File: src/rtl/pin_route_pkg.sv
package pin_route_pkg;

  typedef struct packed {
    logic oe_n;
    logic d;
  } drv_t;

  // choose the source that owns the lane
  function automatic drv_t pick_owner(input logic gpio, input logic g_oe,
                                      input logic g_val, input logic use_b,
                                      input logic ad, input logic aoen,
                                      input logic bd, input logic boen);
    drv_t r;
    if (gpio) begin
      r.oe_n = ~g_oe;
      r.d    = g_val;
    end else if (use_b) begin
      r.oe_n = boen;
      r.d    = bd;
    end else begin
      r.oe_n = aoen;
      r.d    = ad;
    end
    return r;
  endfunction

  // open drain: enable only to pull low, data line held at 0
  function automatic drv_t shape_drive(input drv_t s, input logic od);
    drv_t r;
    if (od) begin
      r.oe_n = s.oe_n | s.d;
      r.d    = 1'b0;
    end else begin
      r = s;
    end
    return r;
  endfunction

  // data returned to one peripheral
  function automatic logic feed_back(input logic gpio, input logic looped,
                                     input logic other_out, input logic pad);
    if (gpio) return 1'b0;
    return looped ? other_out : pad;
  endfunction

endpackage

File: src/rtl/pin_src_mux.sv
module pin_src_mux
  import pin_route_pkg::*;
(
  input  logic gpio,
  input  logic g_oe,
  input  logic g_val,
  input  logic use_b,
  input  logic ad,
  input  logic aoen,
  input  logic bd,
  input  logic boen,
  output drv_t src
);
  always_comb src = pick_owner(gpio, g_oe, g_val, use_b, ad, aoen, bd, boen);
endmodule

File: src/rtl/pin_drive_stage.sv
module pin_drive_stage
  import pin_route_pkg::*;
(
  input  drv_t src,
  input  logic od,
  input  logic buf_off,
  output logic dout,
  output logic oe_n,
  output logic ie
);
  drv_t shaped;
  always_comb begin
    shaped = shape_drive(src, od);
    dout   = shaped.d;
    oe_n   = shaped.oe_n;
    ie     = ~buf_off;
  end

  always_comb begin
    if (od) begin
      AST_OD_DATA_LOW: assert (dout == 1'b0);
    end
    if (od && !oe_n) begin
      AST_OD_ONLY_SINKS: assert (src.d == 1'b0 && src.oe_n == 1'b0);
    end
  end
endmodule

File: src/rtl/pin_return_path.sv
module pin_return_path
  import pin_route_pkg::*;
(
  input  logic gpio,
  input  logic lp_a,
  input  logic lp_b,
  input  logic ad,
  input  logic bd,
  input  logic pad,
  output logic to_a,
  output logic to_b
);
  always_comb begin
    to_a = feed_back(gpio, lp_b, bd, pad);
    to_b = feed_back(gpio, lp_a, ad, pad);
  end
endmodule

File: src/rtl/pin_route_bank.sv
module pin_route_bank
  import pin_route_pkg::*;
#(
  parameter int LINES = 32
) (
  input  logic [LINES-1:0] own_gpio,
  input  logic [LINES-1:0] gpio_oe,
  input  logic [LINES-1:0] gpio_val,
  input  logic [LINES-1:0] sel_b,
  input  logic [LINES-1:0] open_drain,
  input  logic [LINES-1:0] inbuf_off,
  input  logic [LINES-1:0] loop_a,
  input  logic [LINES-1:0] loop_b,
  input  logic [LINES-1:0] a_dout,
  input  logic [LINES-1:0] a_oe_n,
  input  logic [LINES-1:0] b_dout,
  input  logic [LINES-1:0] b_oe_n,
  input  logic [LINES-1:0] pad_din,
  output logic [LINES-1:0] pad_dout,
  output logic [LINES-1:0] pad_oe_n,
  output logic [LINES-1:0] pad_ie,
  output logic [LINES-1:0] a_din,
  output logic [LINES-1:0] b_din
);

  for (genvar i = 0; i < LINES; i++) begin : g_lane
    drv_t owner_drv;

    pin_src_mux u_mux (
      .gpio (own_gpio[i]),
      .g_oe (gpio_oe[i]),
      .g_val(gpio_val[i]),
      .use_b(sel_b[i]),
      .ad   (a_dout[i]),
      .aoen (a_oe_n[i]),
      .bd   (b_dout[i]),
      .boen (b_oe_n[i]),
      .src  (owner_drv)
    );

    pin_drive_stage u_drv (
      .src    (owner_drv),
      .od     (open_drain[i]),
      .buf_off(inbuf_off[i]),
      .dout   (pad_dout[i]),
      .oe_n   (pad_oe_n[i]),
      .ie     (pad_ie[i])
    );

    pin_return_path u_ret (
      .gpio(own_gpio[i]),
      .lp_a(loop_a[i]),
      .lp_b(loop_b[i]),
      .ad  (a_dout[i]),
      .bd  (b_dout[i]),
      .pad (pad_din[i]),
      .to_a(a_din[i]),
      .to_b(b_din[i])
    );

    always_comb begin
      if (own_gpio[i]) begin
        AST_GPIO_RETURNS_ZERO: assert (a_din[i] == 1'b0 && b_din[i] == 1'b0);
      end
      if (own_gpio[i] && !open_drain[i]) begin
        AST_GPIO_ENABLE: assert (pad_oe_n[i] == ~gpio_oe[i]);
      end
      if (!own_gpio[i] && !open_drain[i] && !sel_b[i]) begin
        AST_A_OWNS_PAD: assert (pad_oe_n[i] == a_oe_n[i] && pad_dout[i] == a_dout[i]);
      end
      if (!own_gpio[i] && !open_drain[i] && sel_b[i]) begin
        AST_B_OWNS_PAD: assert (pad_oe_n[i] == b_oe_n[i] && pad_dout[i] == b_dout[i]);
      end
      AST_INBUF_ENABLE: assert (pad_ie[i] != inbuf_off[i]);
    end
  end

endmodule

File: config.mk
export PLATFORM = sky130hd
export DESIGN_NAME = pin_route_bank
export DESIGN_NICKNAME = d
export VERILOG_FILES = /design/src/rtl/pin_route_pkg.sv /design/src/rtl/pin_src_mux.sv /design/src/rtl/pin_drive_stage.sv /design/src/rtl/pin_return_path.sv /design/src/rtl/pin_route_bank.sv
export SDC_FILE = /design/constraint.sdc
export NUM_CORES = 1
export LEC_CHECK = 0
export ABC_CLOCK_PERIOD_IN_PS = 1300
export BUFFER_PORTS_ARGS = -buffer_cell sky130_fd_sc_hd__buf_2
export CAP_MARGIN = 40
export CORE_AREA = 2 2 223 225
export DETAILED_ROUTE_END_ITERATION = 8
export DIE_AREA = 0 0 225 227
export PLACE_DENSITY_LB_ADDON = 0.05
export SETUP_SLACK_MARGIN = 0.15
export SLEW_MARGIN = 40
export SYNTH_ARGS = -nofsm -noshare
export SYNTH_HDL_FRONTEND = slang
export SYNTH_SLANG_ARGS = --single-unit
File: constraint.sdc
create_clock -name vclk -period 1.3
set_clock_uncertainty 0.1 [all_clocks]
set_input_delay 0 -clock vclk [all_inputs]
set_output_delay 0 -clock vclk [all_outputs]
set_load 0.02 [all_outputs]
Word-level counts from Yosys, hierarchy flattened. Index checks and enable logic that the tools add are counted.

Word-level logic and storage cells: 384. Bits in registers: 0.

Bitwise operators: 96. Muxes and demuxes: 288.

Operators with widths (count): $mux W1 (192); $mux W2 (96); $not A1 Y1 (64); $or A1 B1 Y1 (32).

Depth between registers and ports, before layout.
Depth in word-level cells: 4. Gate-level depth with buffers: 4. Gate-level depth less buffers: 3.

Cells and area by module. From an unflattened synthesis, not the netlist that was laid out.

Cells, all modules: 384. Area, all modules: 2682.6 um^2.

Modules (own cells, without submodules): pin_src_mux (area an instance 38.8 um^2, times used 32, seq. area each 0.0 um^2, cells each 5); pin_return_path (area an instance 27.5 um^2, times used 32, seq. area each 0.0 um^2, cells each 4); pin_drive_stage (area an instance 17.5 um^2, times used 32, seq. area each 0.0 um^2, cells each 3).

Worst setup path after synthesis. Ideal clock, no wire load.

Path kind: input port to output port. From: input port sel_b[0]. To: output port pad_oe_n[0]. Arrival time: 613 ps. Data required time: 1200 ps. Buffers on the path: 1. Slack: 587 ps. Cell stages on the path: 4. Cells stage by stage: mux2_4 o21ai_2 o31ai_2 buf_4.

Longest elaborated chain between the ends: 4.

RTL lines: start: declaration (line pin_route_bank.sv:9) `input logic [LINES-1:0] sel_b,`; $mux W2 * (line pin_route_pkg.sv:17) `end else if (use_b) begin`; $mux W2 * (line pin_route_pkg.sv:14) `if (gpio) begin`; $or A1 B1 Y1 (line pin_route_pkg.sv:31) `r.oe_n = s.oe_n | s.d;`; $mux W2 * (line pin_route_pkg.sv:30) `if (od) begin`; end: declaration (line pin_route_bank.sv:20) `output logic [LINES-1:0] pad_oe_n,`.

Every way passes the cells marked *; elsewhere a longest branch is shown, timed or not.

Final worst setup path.
From: input port a_dout[4]. To: output port pad_dout[4].

Longest elaborated chain between the ends: 3.

RTL lines: start: declaration (line pin_route_bank.sv:14) `input logic [LINES-1:0] a_dout,`; $mux W2 (line pin_route_pkg.sv:17); $mux W2 (line pin_route_pkg.sv:14); $mux W2 (line pin_route_pkg.sv:30); end: declaration (line pin_route_bank.sv:19) `output logic [LINES-1:0] pad_dout,`.

No other way between the ends.

==> impl_metrics.env <==
export IMPL_grt_max_degree=7
export IMPL_p_comb_share_pct=100.0
export IMPL_critPathMaxFanout=2
export IMPL_fmax_ghz=1.059
export IMPL_core_area_sq_mm=0.04855
export IMPL_vias=5361
export IMPL_finalHoldViolCount=0
export IMPL_fp_dieH_um=227
export IMPL_vdd_drop_max_uv=120.2
export IMPL_power_internal_uw=1163
export IMPL_die_area_sq_mm=0.05108
export IMPL_drc=0
export IMPL_vias_per_cell=3.253
export IMPL_hold_class="input port to output port"
export IMPL_nets=1442
export IMPL_end_kind="output port"
export IMPL_slew_viol_final=0
export IMPL_path_class="input port to output port"
export IMPL_ant_nets=0
export IMPL_synth_nets=1024
export IMPL_cts_resized=0
export IMPL_status="finished clean"
export IMPL_synthesis_area_sq_mm=0.004564
export IMPL_seq_cell_count=0
export IMPL_synth_cells=608
export IMPL_ys_seq_area_share_pct=0
export IMPL_p_per_area_mw_per_mm2=357.5
export IMPL_dpl_hpwl_um=20770
export IMPL_regArea_sq_um=0
export IMPL_grt_pass1_wl_um=30000
export IMPL_wl_um=21540
export IMPL_io_pins=576
export IMPL_place_congestion=0.7211
export IMPL_tightest_slew_ns=0.3186
export IMPL_critPathArrivalTime_ns=0.84
export IMPL_firstDrtPassIters=4
export IMPL_final_cell_mix="576 x buf_2, 64 x mux2i_1, 64 x nor2_1, 64 x inv_1, 64 x nor2b_1"
export IMPL_crit_required_ns=1.20
export IMPL_synth_cell_type_count=11
export IMPL_max_slew_margin_pct=78.72
export IMPL_syn_to_final_growth_pct=54.00
export IMPL_rsz0062_at_grt="false"
export IMPL_drt_initial_drc_count=61
export IMPL_fill_cells=5730
export IMPL_power_switching_uw=1350
export IMPL_total_power_uw=2513
export IMPL_start_util_pct=9.402
export IMPL_grt_pass1_vias=5497
export IMPL_overflow=0
export IMPL_timing_setup_tns_ns=0
export IMPL_max_cap_violations=0
export IMPL_die_x_um=225
export IMPL_synth_area_leaders="buf_4 26%, mux2i_1 14%, mux2_4 11%, a211oi_2 8.8%, nor2b_1 8.8%"
export IMPL_final_common_cell="buf_2"
export IMPL_startpoint_type="input port"
export IMPL_yosysWarnings=0
export IMPL_postCtsSetupBuffers=0
export IMPL_rows=81
export IMPL_period_needed_ns=0.9440
export IMPL_leakagePower_uw=0.003912
export IMPL_clockPowerShare_pct=0
export IMPL_swShare_pct=53.71
export IMPL_pwr_share_seq_pct=0
export IMPL_yosysTopAreaCell="buf_4"
export IMPL_avgSynthCellArea_sq_um=7.507
export IMPL_yosysTopAreaCellShare_pct=26.32
export IMPL_clock_buffers=0
export IMPL_setup_viol=0
export IMPL_io_buffer_count=576
export IMPL_timing_final_crit_share_pct=72.62
export IMPL_hold_buffers=0
export IMPL_antenna_found_initial=7
export IMPL_grt_usage_pct=7.402
export IMPL_layout_drive_gt1_share_pct=68.75
export IMPL_wl_per_cell_um=13.07
## final timing paths
check     startpoint     endpoint  cells past startpoint
max        a_dout[4]  pad_dout[4]                      5
min    inbuf_off[31]   pad_ie[31]                      3
## cells in the mapped netlist
cell type	instances
inv_1	64
nand2_1	32
o31ai_2	32
nor2b_1	64
nor3_1	32
a211oi_2	32
nor2_1	64
mux2i_1	64
buf_4	160
o21ai_2	32
mux2_4	32
## layer usage
metal	wire length (um)	track usage, %
met4	59	0.1282
met1	6846	6.928
met2	12510	16.07
met3	2056	2.349
met5	71	0
## power by group through the flow
stage               Sequential, uW  Clock (uW)  Combinational [uW]
detailed placement               0           0                2560
global route                     0    0.000103                2750
global placement                 0           0                2590
finish                           0    0.000206                2510
floorplan                        0           0                1750
CTS                              0           0                2570
## metrics by stage
step | instance area (sq um) | std cells | util [%] | hold slack [ns] | worst slack [ns]
after floorplan | 4564 | 608 | - | 0.05257 | 0.5865
after global placement | 7024 | 1646 | 14.47 | 0.1405 | 0.3246
after detailed placement | 7024 | 1646 | 14.47 | 0.1415 | 0.3163
after CTS | 7024 | 1646 | 14.47 | 0.1411 | 0.3128
after global routing | 7027 | 1647 | 14.47 | 0.1460 | 0.2668
final | 7029 | 1648 | 14.48 | 0.1399 | 0.3560
## worst max-delay path, cell delays in order
cell	delay (ns)
buf_2	0.11
nor2b_1	0.13
a211oi_2	0.32
nor3_1	0.10
buf_2	0.19
## area by class of cell
class              count  area (sq um)  share of cell area [%]
repair buffers       576          2883                   41.01
well taps            622         778.2                   11.07
inverters             64         240.2                   3.418
diodes                 2         5.005                 0.07120
multi-input cells    384          3123                   44.43
## cells by family (layout without fill, tap and decap cells)
family	after synthesis	count (layout)	synth area share [%]
buf+inv	224	640	31.58
simple gates	192	192	20.18
compound gates	96	96	23.68
mux	96	96	24.56
other cells	0	2	0
Power figures use the tool's default switching activity.
